**src/rtl/sync_ser_tx.sv**
```systemverilog
module sync_ser_tx #(
  parameter int WIDTH      = 8,
  parameter int FIFO_DEPTH = 4,
  parameter int SCLK_HALF  = 4
) (
  input  logic             clk,
  input  logic             rst_n,
  input  logic             wr_en,
  input  logic [WIDTH-1:0] wr_data,
  input  logic             dbuf_en,
  input  logic             fifo_en,
  input  logic             clk_master,
  input  logic             sclk_in,
  input  logic             stat_rd,
  output logic             sdo,
  output logic             sclk_out,
  output logic             tx_irq,
  output logic             hold_empty,
  output logic             underrun,
  output logic             overflow
);
  localparam int CW = (WIDTH > 1) ? $clog2(WIDTH) : 1;
  localparam int PW = (FIFO_DEPTH > 1) ? $clog2(FIFO_DEPTH) : 1;
  localparam int NW = $clog2(FIFO_DEPTH + 1);
  localparam int DW = $clog2(SCLK_HALF + 1);

  logic [WIDTH-1:0] sh, hold;
  logic             sh_full, hold_full, armed, sclk_r;
  logic [CW-1:0]    bcnt;
  logic [DW-1:0]    dcnt;
  logic [NW-1:0]    fifo_cnt;
  logic [PW-1:0]    rd_ptr, wr_ptr;
  logic [WIDTH-1:0] mem [FIFO_DEPTH];
  logic             s1, s2, s3;

  always_ff @(posedge clk or negedge rst_n)
    if (!rst_n) {s1, s2, s3} <= 3'b111;
    else        {s1, s2, s3} <= {sclk_in, s1, s2};

  wire tick    = clk_master && sh_full && (dcnt == DW'(SCLK_HALF - 1));
  wire rise_ev = tick ? !sclk_r : (!clk_master && s2 && !s3);
  wire fall_ev = tick ?  sclk_r : (!clk_master && !s2 && s3);

  always_ff @(posedge clk or negedge rst_n)
    if (!rst_n)                       begin dcnt <= '0; sclk_r <= 1'b1; end
    else if (!(clk_master && sh_full)) begin dcnt <= '0; sclk_r <= 1'b1; end
    else if (tick)                    begin dcnt <= '0; sclk_r <= !sclk_r; end
    else                              dcnt <= dcnt + 1'b1;

  wire fen        = fifo_en && dbuf_en;
  wire frame_done = sh_full && rise_ev && (bcnt == CW'(WIDTH - 1));
  wire move       = dbuf_en && hold_full && (!sh_full || frame_done);
  wire fifo_nz    = fifo_cnt != '0;
  wire fifo_full  = fifo_cnt == NW'(FIFO_DEPTH);
  wire pop        = fen && fifo_nz && (!hold_full || move);
  wire push       = fen && wr_en && !fifo_full;
  wire wr_hold    = dbuf_en && !fen && wr_en && !hold_full;
  wire wr_sh      = !dbuf_en && wr_en && !sh_full;
  wire drop       = wr_en && !(push || wr_hold || wr_sh);
  wire ur_set     = armed && fall_ev && !clk_master && !fen && !sh_full && !hold_full;

  always_ff @(posedge clk)
    if (push) mem[wr_ptr] <= wr_data;

  always_ff @(posedge clk or negedge rst_n)
    if (!rst_n) begin
      rd_ptr <= '0; wr_ptr <= '0; fifo_cnt <= '0;
    end else begin
      if (push) wr_ptr <= (wr_ptr == PW'(FIFO_DEPTH - 1)) ? '0 : wr_ptr + 1'b1;
      if (pop)  rd_ptr <= (rd_ptr == PW'(FIFO_DEPTH - 1)) ? '0 : rd_ptr + 1'b1;
      if (push && !pop)      fifo_cnt <= fifo_cnt + 1'b1;
      else if (pop && !push) fifo_cnt <= fifo_cnt - 1'b1;
    end

  always_ff @(posedge clk or negedge rst_n)
    if (!rst_n) begin
      sh <= '0; sh_full <= 1'b0; bcnt <= '0;
    end else if (move) begin
      sh <= hold; sh_full <= 1'b1; bcnt <= '0;
    end else if (frame_done) begin
      sh_full <= 1'b0;
    end else if (wr_sh) begin
      sh <= wr_data; sh_full <= 1'b1; bcnt <= '0;
    end else if (sh_full) begin
      if (rise_ev) bcnt <= bcnt + 1'b1;
      if (fall_ev && bcnt != '0) sh <= sh >> 1;
    end

  always_ff @(posedge clk or negedge rst_n)
    if (!rst_n) begin
      hold <= '0; hold_full <= 1'b0;
    end else if (move || (!hold_full && pop)) begin
      hold <= mem[rd_ptr]; hold_full <= pop;
    end else if (wr_hold) begin
      hold <= wr_data; hold_full <= 1'b1;
    end

  always_ff @(posedge clk or negedge rst_n)
    if (!rst_n) begin
      tx_irq <= 1'b0; armed <= 1'b0; underrun <= 1'b0; overflow <= 1'b0;
    end else begin
      tx_irq <= dbuf_en ? move : frame_done;
      if (move || wr_sh || ur_set)                  armed <= 1'b0;
      else if (frame_done && !clk_master && !fen)   armed <= 1'b1;
      if (ur_set)       underrun <= 1'b1;
      else if (stat_rd) underrun <= 1'b0;
      if (drop)         overflow <= 1'b1;
      else if (stat_rd) overflow <= 1'b0;
    end

  assign sdo        = sh_full ? sh[0] : 1'b1;
  assign sclk_out   = sclk_r;
  assign hold_empty = !hold_full;


  irq_frame_chk: assert property (@(posedge clk) disable iff (!rst_n)
    !dbuf_en && frame_done |=> tx_irq);

  hold_move_chk: assert property (@(posedge clk) disable iff (!rst_n)
    dbuf_en && !fen && move |=> hold_empty && tx_irq);

  idle_clk_chk: assert property (@(posedge clk) disable iff (!rst_n)
    !sh_full |-> sclk_out);

  fifo_refill_chk: assert property (@(posedge clk) disable iff (!rst_n)
    hold_empty && fen && fifo_nz |=> !hold_empty);

  ovf_sticky_chk: assert property (@(posedge clk) disable iff (!rst_n)
    overflow && !stat_rd |=> overflow);

  master_no_ur_chk: assert property (@(posedge clk) disable iff (!rst_n)
    clk_master && !underrun |=> !underrun);
endmodule

```
**config.mk**
```make
export PLATFORM = sky130hd
export DESIGN_NAME = sync_ser_tx
export DESIGN_NICKNAME = d
export VERILOG_FILES = /design/src/rtl/sync_ser_tx.sv
export SDC_FILE = /design/constraint.sdc
export NUM_CORES = 1
export LEC_CHECK = 0
export ABC_AREA = 1
export BUFFER_PORTS_ARGS = -buffer_cell sky130_fd_sc_hd__buf_2
export CORE_MARGIN = 2
export CORE_UTILIZATION = 60
export CTS_CLUSTER_DIAMETER = 120
export CTS_CLUSTER_SIZE = 40
export DETAILED_ROUTE_END_ITERATION = 7
export PLACE_DENSITY = 0.79
export SKIP_LAST_GASP = 1
export SLEW_MARGIN = 0
export SYNTH_ARGS = -nofsm -noshare
export SYNTH_HDL_FRONTEND = slang
export SYNTH_SLANG_ARGS = --single-unit
```
**constraint.sdc**
```tcl
create_clock -name clk -period 3.2 [get_ports clk]
set_input_delay 0.16 -clock clk [delete_from_list [all_inputs] [get_ports clk]]
set_output_delay 0.16 -clock clk [all_outputs]
set_load 0.005 [all_outputs]
```
== Word level (Yosys, flattened, before mapping) ==
Memory sizes are Yosys's and may differ from the RTL's.
Cells that the tools add are included.

* Memories kept: 1
* Bits in registers: 39
* Output and inout port bits: 6
* Memory bits (writable): 32

* Reduce and logical (&&, ||, !) cells: 64
* Equality and inequality tests: 7
* Muxes and demuxes: 36
* $add $sub $neg: 6

{| class="wikitable"
|+ Memories
! name !! depth !! bits a word !! read ports !! clocked after memory_dff !! write ports !! RTL line !! text
|-
| mem || 4 || 8 || 1 || 0 || 1 || 33 || <nowiki>logic [WIDTH-1:0] mem [FIFO_DEPTH];</nowiki>
|}

{| class="wikitable"
|+ Operator list
! operator !! count
|-
| $mux W8 || 7
|-
| $logic_and A1 B1 Y1 || 32
|-
| $mux W3 || 9
|-
| $mux W1 || 18
|-
| $reduce_bool A3 Y1 || 6
|-
| $logic_not A1 Y1 || 12
|-
| $reduce_bool A2 Y1 || 5
|-
| $add A3 B1 Y3 const B || 3
|-
| $logic_or A1 B1 Y1 || 7
|-
| $eq A3 B3 Y1 const B || 2
|-
| $reduce_and A3 Y1 || 2
|-
| $add A2 B1 Y2 const B || 2
|-
| $eq A2 B2 Y1 const B || 2
|-
| $mux W2 || 2
|-
| $eq A3 B2 Y1 const B || 1
|-
| $sub A3 B1 Y3 const B || 1
|-
| $ne A2 B1 Y1 const B || 1
|-
| $ne A2 B2 Y1 const B || 1
|}

== Logic depth before layout (Yosys ltp) ==
Gate-level depths: netlist of the first run.

* Word-level depth: 13
* Mapped depth: 16
* Depth with buffers taken out: 16

== Worst setup path before layout of the first run ==
OpenSTA, ideal clock, no wires.

* Path kind: register -> register
* From: reg dcnt[0]
* To: reg fifo_cnt[2]
* Data arrival time: 2.271 ns
* Data required time: 3.069 ns
* Path slack: 0.798 ns
* Stages on the path, launching flop included: 16
* Cells stage by stage: dfrtp_1 > ha_1 > inv_1 > nor2_1 > nand3_1 > nand3_2 > nand2_4 > nand2_8 > nand2_1 > nand2_1 > ha_1 > inv_1 > fa_1 > a21oi_1 > o21ai_0 > xor2_1

* Cells in the longest elaborated chain, start to end: 12
* Elaborated cells on any way between the ends: 14

{| class="wikitable"
|+ RTL lines
! element !! RTL line !! text
|-
| from (decl) || 30 || <nowiki>logic [DW-1:0] dcnt;</nowiki>
|-
| from (signal assigned) || 48 || <nowiki>else dcnt <= dcnt + 1'b1;</nowiki>
|-
| $eq A3 B2 Y1 (*) || 40 || <nowiki>wire tick = clk_master && sh_full && (dcnt == DW'(SCLK_HALF - 1));</nowiki>
|-
| $logic_and A1 B1 Y1 (*) || 40 ||
|-
| $mux W1 (*) || 41 || <nowiki>wire rise_ev = tick ? !sclk_r : (!clk_master && s2 && !s3);</nowiki>
|-
| $logic_and A1 B1 Y1 (*) (2 in series) || 51 || <nowiki>wire frame_done = sh_full && rise_ev && (bcnt == CW'(WIDTH - 1));</nowiki>
|-
| $logic_or A1 B1 Y1 (*) || 52 || <nowiki>wire move = dbuf_en && hold_full && (!sh_full || frame_done);</nowiki>
|-
| $logic_and A1 B1 Y1 (*) || 52 ||
|-
| $logic_or A1 B1 Y1 (*) || 55 || <nowiki>wire pop = fen && fifo_nz && (!hold_full || move);</nowiki>
|-
| $logic_and A1 B1 Y1 (*) || 55 ||
|-
| $logic_not A1 Y1 || 71 || <nowiki>if (push && !pop) fifo_cnt <= fifo_cnt + 1'b1;</nowiki>
|-
| $logic_and A1 B1 Y1 || 71 ||
|-
| $mux W3 or $reduce_bool A2 Y1 (tied branches) || - ||
|-
| to (signal assigned) || 71 ||
|-
| to (signal assigned) || 72 || <nowiki>else if (pop && !push) fifo_cnt <= fifo_cnt - 1'b1;</nowiki>
|-
| to (decl) || 31 || <nowiki>logic [NW-1:0] fifo_cnt;</nowiki>
|}

Mark *: on every way between the ends. The rest lies on a longest branch, timed or not.
A chain may end at the register's enable or synchronous reset.

== Final worst setup path of the first run ==
Ends and elaborated chain as after synthesis.

==> flow_summary.yaml, run 1 <==
clock_network:
  cts.sinks: 71
  clk_latency_ns: 0.35
  path_clk_slew_ns: 0.07
  cts_max_level: 3
  cts_max_path_buffers: 2
  cts_tree: "yes"
  ctsRootBufferMaster: "clkbuf_8"
  cts-buffers-inserted: 9
  post_cts_buffers: 0
timing:
  finClkSkew_ns: 0.00606
  maxSlewViolCount: 0
  hold_viol: 0
  period_needed_ns: 2.70
  rsz0062_at_grt: "no"
  whs_ns: 0.0248
  fmax_ghz: 0.370
  layout_setup_ws_ns: 0.497
  slew-limit-headroom: 0.410
  setup-tns-final_ns: 0
  finalCritPeriodShare: 0.845
  setup_violations: 0
  worst_pin_slew_ns: 0.885
global_route:
  grt_pass1_wl_um: 10900
  grt-ovfl-total: 0
  grt_pass1_vias: 2502
  grt_max_degree: 40
  antenna_found_initial: 0
  grt_use_total: 0.226
detailed_routing:
  vias_per_cell: 5.29
  drc: 0
  drt_first_pass_iters: 4
  ant_nets: 0
  routed_wl_um: 6260
  num_vias: 2461
  detail_route.iter0.violations: 160
  wl_per_cell_um: 13.5
logic_synthesis:
  ys_seq_elements: 71
  synth_top_area_share: 0.279
  synth_edf_count: 32
  synthCells: 363
  syn_nets: 390
  synth_area_leaders: "edfxtp_1 (28%), dfrtp_1 (25%), nand2_1 (11%), inv_1 (4.9%), ha_1 (3.6%)"
  yosys_warnings: 0
  syn_area_um2: 3450
  synthFlopType: "dfrtp_1"
  yosysMostFrequentCell: "nand2_1"
  synth.distinct_cells: 36
  ys_seq_area_frac: 0.563
  ys_top_cells_by_count: "nand2_1 (105), inv_1 (45), dfrtp_1 (35), edfxtp_1 (32), nor2_1 (24)"
  async_flop_share: 0.549
  yosysTopAreaCell: "edfxtp_1"
  avgSynthCellArea_um2: 9.50
critical_path:
  crit_fanout: 15
  cp-end-kind: "register"
  crit_required_ns: 3.42
  critPathSlowestCell: "fa_1"
  cp_cell_sequence: "ha_1 > inv_1 > nor2_1 > nand3_1 > nand3_2 > nand2_4 > nand2_8 > nand2_1 > nand2_1 > ha_1 > inv_1 > fa_1 > a21oi_1 > o21ai_0 > xor2_1"
  timing.rr.start: "dcnt[0]"
  max_stage_delay_ns: 0.38
  cp_data_arrival_time_ns: 2.92
  reg2reg_depth: 15
  worstSetupPathType: "reg2reg"
  cp-start-kind: "register"
  timing.rr.end: "fifo_cnt[2]"
  ff2ff_setup_slack_ns: 0.50
floorplanning:
  row_count: 27
  io_pins: 22
  core_area_um2: 5540
  die_h_um: 79.8
  die_area_um2: 6370
  initial_utilization: 0.622
  die_x_um: 79.8
final_layout:
  final_util: 0.681
  nets: 415
  area_growth_pct: 9.43
  drive_above_1_share: 0.158
  n_antenna_cell: 0
outcome:
  outcome: "finished, final reports clean"
power:
  p_leak_nw: 1.80
  pwr_density_cell_nw_per_um2: 648
  vdd_ir_drop_max_mv: 0.411
hold_path:
  min_from: "stat_rd"
  hp-class: "in2reg"
  holdPathEnd: "overflow"
  worstHoldPathCells: 2
job:
  maxCapViolCount: 0
placement:
  pre_cts_slack_ns: 0.506
  hpwl_um: 4360
  port_buffers: 21
  place_congestion: 0.802
[power by group]
| group | internal (W) | switching, W |
|---|---|---|
| Clock | 0.000299 | 0.000316 |
| Combinational | 0.000234 | 0.000326 |
| Sequential | 0.00112 | 0.000157 |
| Total | 0.00165 | 0.000799 |
[flip-flops by register name, summed over array words and instances (netlist names), 2 cells and up]
signal / flops
dcnt: 3
rd_ptr: 2
sh: 8
wr_ptr: 2
bcnt: 3
hold: 8
fifo_cnt: 3
mem: 32
[cells by family (layout without fill, tap and decap cells)]
kind of cell | after synthesis | after routing | synth area share
compound gates | 52 | 52 | 0.0958
buf+inv | 57 | 87 | 0.0704
xor+xnor | 2 | 2 | 0.00508
simple gates | 170 | 170 | 0.224
flops | 71 | 71 | 0.563
fa+ha+maj | 11 | 11 | 0.0421
[final cells by class]
class	instances	area, um^2
clock buffers	12	145
clock inverters	4	22.5
fillers	435	1770
inverters	47	178
multi-input cells	235	1260
flip-flops and latches	71	1940
well taps	72	90.1
repair buffers	24	133
[worst max-delay path by stage]
stage                        endpoint  slack [ns]  startpoint  cells past startpoint
after floorplan           fifo_cnt[2]        0.80     dcnt[0]                     15
after global placement    fifo_cnt[2]        0.63     dcnt[0]                     15
after detailed placement  fifo_cnt[2]        0.51     dcnt[0]                     15
after CTS                 fifo_cnt[2]        0.49     dcnt[0]                     15
after global routing      fifo_cnt[2]        0.16     dcnt[0]                     15
final                     fifo_cnt[2]        0.50     dcnt[0]                     15
[what timing repair did]
| action | in CTS | in global routing |
|---|---|---|
| gates resized for setup | 0 | 0 |
| endpoints found under the hold margin | 36 | 0 |
| hold buffers | 2 | 0 |
[per-stage QoR]
stage,power (W),area [um^2],cells
after floorplan,0.00169,3450,363
after global placement,0.00182,3590,447
after detailed placement,0.00185,3590,447
after CTS,0.00247,3770,465
after global routing,0.00262,3770,465
final,0.00245,3770,465
[routing by layer]
layer	part of all wire	GRT usage
met5	0	0
met4	0.016	0.0780
met3	0.034	0.0588
met2	0.49	0.374
met1	0.46	0.289
[cells in the final DEF (no fill, tap or decap), types with 2 or more instances in the layout]
master           n
o21ai_1          2
nand3_2          2
nand2_4          2
nand3_1         23
nor3_1           2
dfstp_2          4
nor2_1          24
buf_2           21
or2_2            2
dfrtp_1         35
clkbuf_1         2
o21ai_2          7
nand2_1        105
a32o_1           7
a21oi_1          9
a31oi_1          2
inv_1           45
edfxtp_1        32
clkinv_2         4
dlygate4sd3_1    2
clkbuf_8        10
nand2_8          2
nand2_2          4
ha_1            10
o21ai_0         22
[worst max-delay path: cells and delay by family (launching register included)]
family / cells / cell delay (ns)
compound gates: 2 / 0.25
xor+xnor: 1 / 0.15
fa+ha+maj: 3 / 0.69
buf+inv: 2 / 0.12
flops: 1 / 0.35
simple gates: 7 / 1.02
(Power assumes the default switching activity.)
==> inputs of run 2 (changes only) <==
==> constraint.sdc (replaced) <==
create_clock -name clk -period 2.7 [get_ports clk]
set_input_delay 0.135 -clock clk [delete_from_list [all_inputs] [get_ports clk]]
set_output_delay 0.135 -clock clk [all_outputs]
set_load 0.005 [all_outputs]
==> flow_summary.yaml, run 2 (synthesis results as in run 1) <==
outcome:
  outcome: "finished, final reports clean"
global_route:
  grt-ovfl-total: 0
  busiest_layer: "met2"
  grt_use_total: 0.232
  grt_pass1_wl_um: 11000
  antenna_found_initial: 0
  grt_pass1_vias: 2453
  grt_use_met2: 0.396
  grt_max_degree: 40
  grt_use_met1: 0.286
  grt_use_met3: 0.0498
final_layout:
  final_common_cell: "nand2_1"
  area_growth_pct: 11.5
  nFillCells: 443
  top_regs: "mem (32), hold (8), sh (8)"
  nets: 420
  largest_reg_flops: 32
  layout_common_cells: "nand2_1 (104), inv_1 (45), dfrtp_1 (35)"
  n_antenna_cell: 0
  drive_above_1_share: 0.171
  largest_register: "mem"
  multi_input_area_um2: 1270
  final-seq-area_um2: 1940
clock_network:
  cts_max_path_buffers: 2
  cts-buffers-inserted: 9
  cts_tree: "yes"
  ctsRootBufferMaster: "clkbuf_8"
  cts.sinks: 71
  path_clk_slew_ns: 0.07
  clk_latency_ns: 0.34
  cts_max_level: 3
critical_path:
  cp-start-kind: "register"
  reg2reg_depth: 15
  worstSetupPathType: "reg2reg"
  cp-end-kind: "register"
  crit_fanout: 8
  cp_data_arrival_time_ns: 2.70
  crit_required_ns: 2.93
  timing.rr.start: "bcnt[0]"
  ff2ff_setup_slack_ns: 0.23
  timing.rr.end: "fifo_cnt[2]"
placement:
  place_congestion: 0.827
  port_buffers: 21
  hpwl_um: 4420
detailed_routing:
  detail_route.iter0.violations: 160
  num_vias: 2486
  vias_per_cell: 5.29
  drc: 0
  routed_wl_um: 6390
  wl_per_cell_um: 13.6
  ant_nets: 0
  drt_first_pass_iters: 4
timing:
  setup-tns-final_ns: 0
  fmax_ghz: 0.405
  rsz0062_at_grt: "no"
  worst_pin_slew_ns: 0.882
  setup_violations: 0
  slew-limit-headroom: 0.412
  hold_viol: 0
  period_needed_ns: 2.47
  maxSlewViolCount: 0
  finalCritPeriodShare: 0.915
  finClkSkew_ns: 0.00496
power:
  p_leak_nw: 1.84
  p_clk_frac: 0.268
  power_w: 0.00299
  p_int_w: 0.00203
  pwr_density_cell_nw_per_um2: 778
  switching_share: 0.322
  power.switching_w: 0.000962
  vdd_ir_drop_max_mv: 0.456
  p_seq_frac: 0.490
  p_comb_frac: 0.242
floorplanning:
  io_pins: 22
  core_area_um2: 5540
  row_count: 27
  die_x_um: 79.8
  die_h_um: 79.8
  initial_utilization: 0.622
  die_area_um2: 6370
hold_path:
  min_from: "wr_data[2]"
  holdPathEnd: "mem[1][2]"
  hp-class: "in2reg"
  worstHoldPathCells: 1
job:
  maxCapViolCount: 0
==> run 2: metrics by stage <==
| step | hold WS (ns) | area, um^2 | setup slack [ns] | std cells | utilization |
|---|---|---|---|---|---|
| finish | 0.0170 | 3840 | 0.230 | 470 | 0.694 |
| global route | 0.0199 | 3840 | 0.00945 | 470 | 0.694 |
| CTS | 0.00337 | 3830 | 0.0701 | 470 | 0.692 |
| detailed placement | 0.242 | 3620 | 0.0932 | 451 | 0.653 |
| global placement | 0.239 | 3620 | 0.202 | 451 | 0.653 |
| floorplan | -0.161 | 3450 | 0.298 | 363 | - |
==> run 2: timing repair <==
action                                 CTS  global route
hold buffers                             3             0
setup endpoints to repair                0             1
endpoints found under the hold margin   38             0
resized for setup                        0             3
buffers inserted                         0             0
==> run 2: how the worst max path moves through the flow <==
stage,slack [ns],cells past startpoint,end,start
6_report,0.23,15,fifo_cnt[2],bcnt[0]
2_1_floorplan,0.30,15,fifo_cnt[2],dcnt[0]
3_3_place_gp,0.20,15,fifo_cnt[2],dcnt[0]
4_1_cts,0.07,15,fifo_cnt[2],dcnt[0]
3_5_place_dp,0.09,15,fifo_cnt[2],dcnt[0]
5_1_grt,0.009,15,fifo_cnt[2],dcnt[0]
==> run 2: area by class of cell <==
| class | instances | area share |
|---|---|---|
| Clock buffer | 9 | 0.0322 |
| Clock inverter | 7 | 0.0166 |
| Inverter | 47 | 0.0462 |
| Multi-Input combinational cell | 235 | 0.331 |
| Sequential cell | 71 | 0.505 |
| Tap cell | 72 | 0.0234 |
| Timing Repair Buffer | 29 | 0.0449 |
==> run 2: routing by layer <==
metal	part of all wire	routed length, um
met1	0.44	2790
met2	0.51	3250
met3	0.036	231
met4	0.017	111
met5	0	0
==> run 2: power by group through the flow <==
stage | combinational (W) | sequential, W | clock [W]
detailed placement | 0.000720 | 0.00149 | 0
floorplan | 0.000571 | 0.00143 | 0
global placement | 0.000689 | 0.00148 | 0
global route | 0.000847 | 0.00149 | 0.000857
finish | 0.000723 | 0.00146 | 0.000802
CTS | 0.000728 | 0.00146 | 0.000824
==> run 2: critical path, stage by stage (launching register included) <==
cell and delay, ns:
dfrtp_1 0.40, ha_1 0.21, ha_1 0.17, nand2_1 0.06
inv_1 0.04, nand3_2 0.11, nand2_4 0.12, nand2_8 0.08
nand2_1 0.09, nand2_2 0.09, ha_1 0.15, inv_1 0.06
fa_1 0.38, a21oi_1 0.14, o21ai_0 0.10, xor2_1 0.15
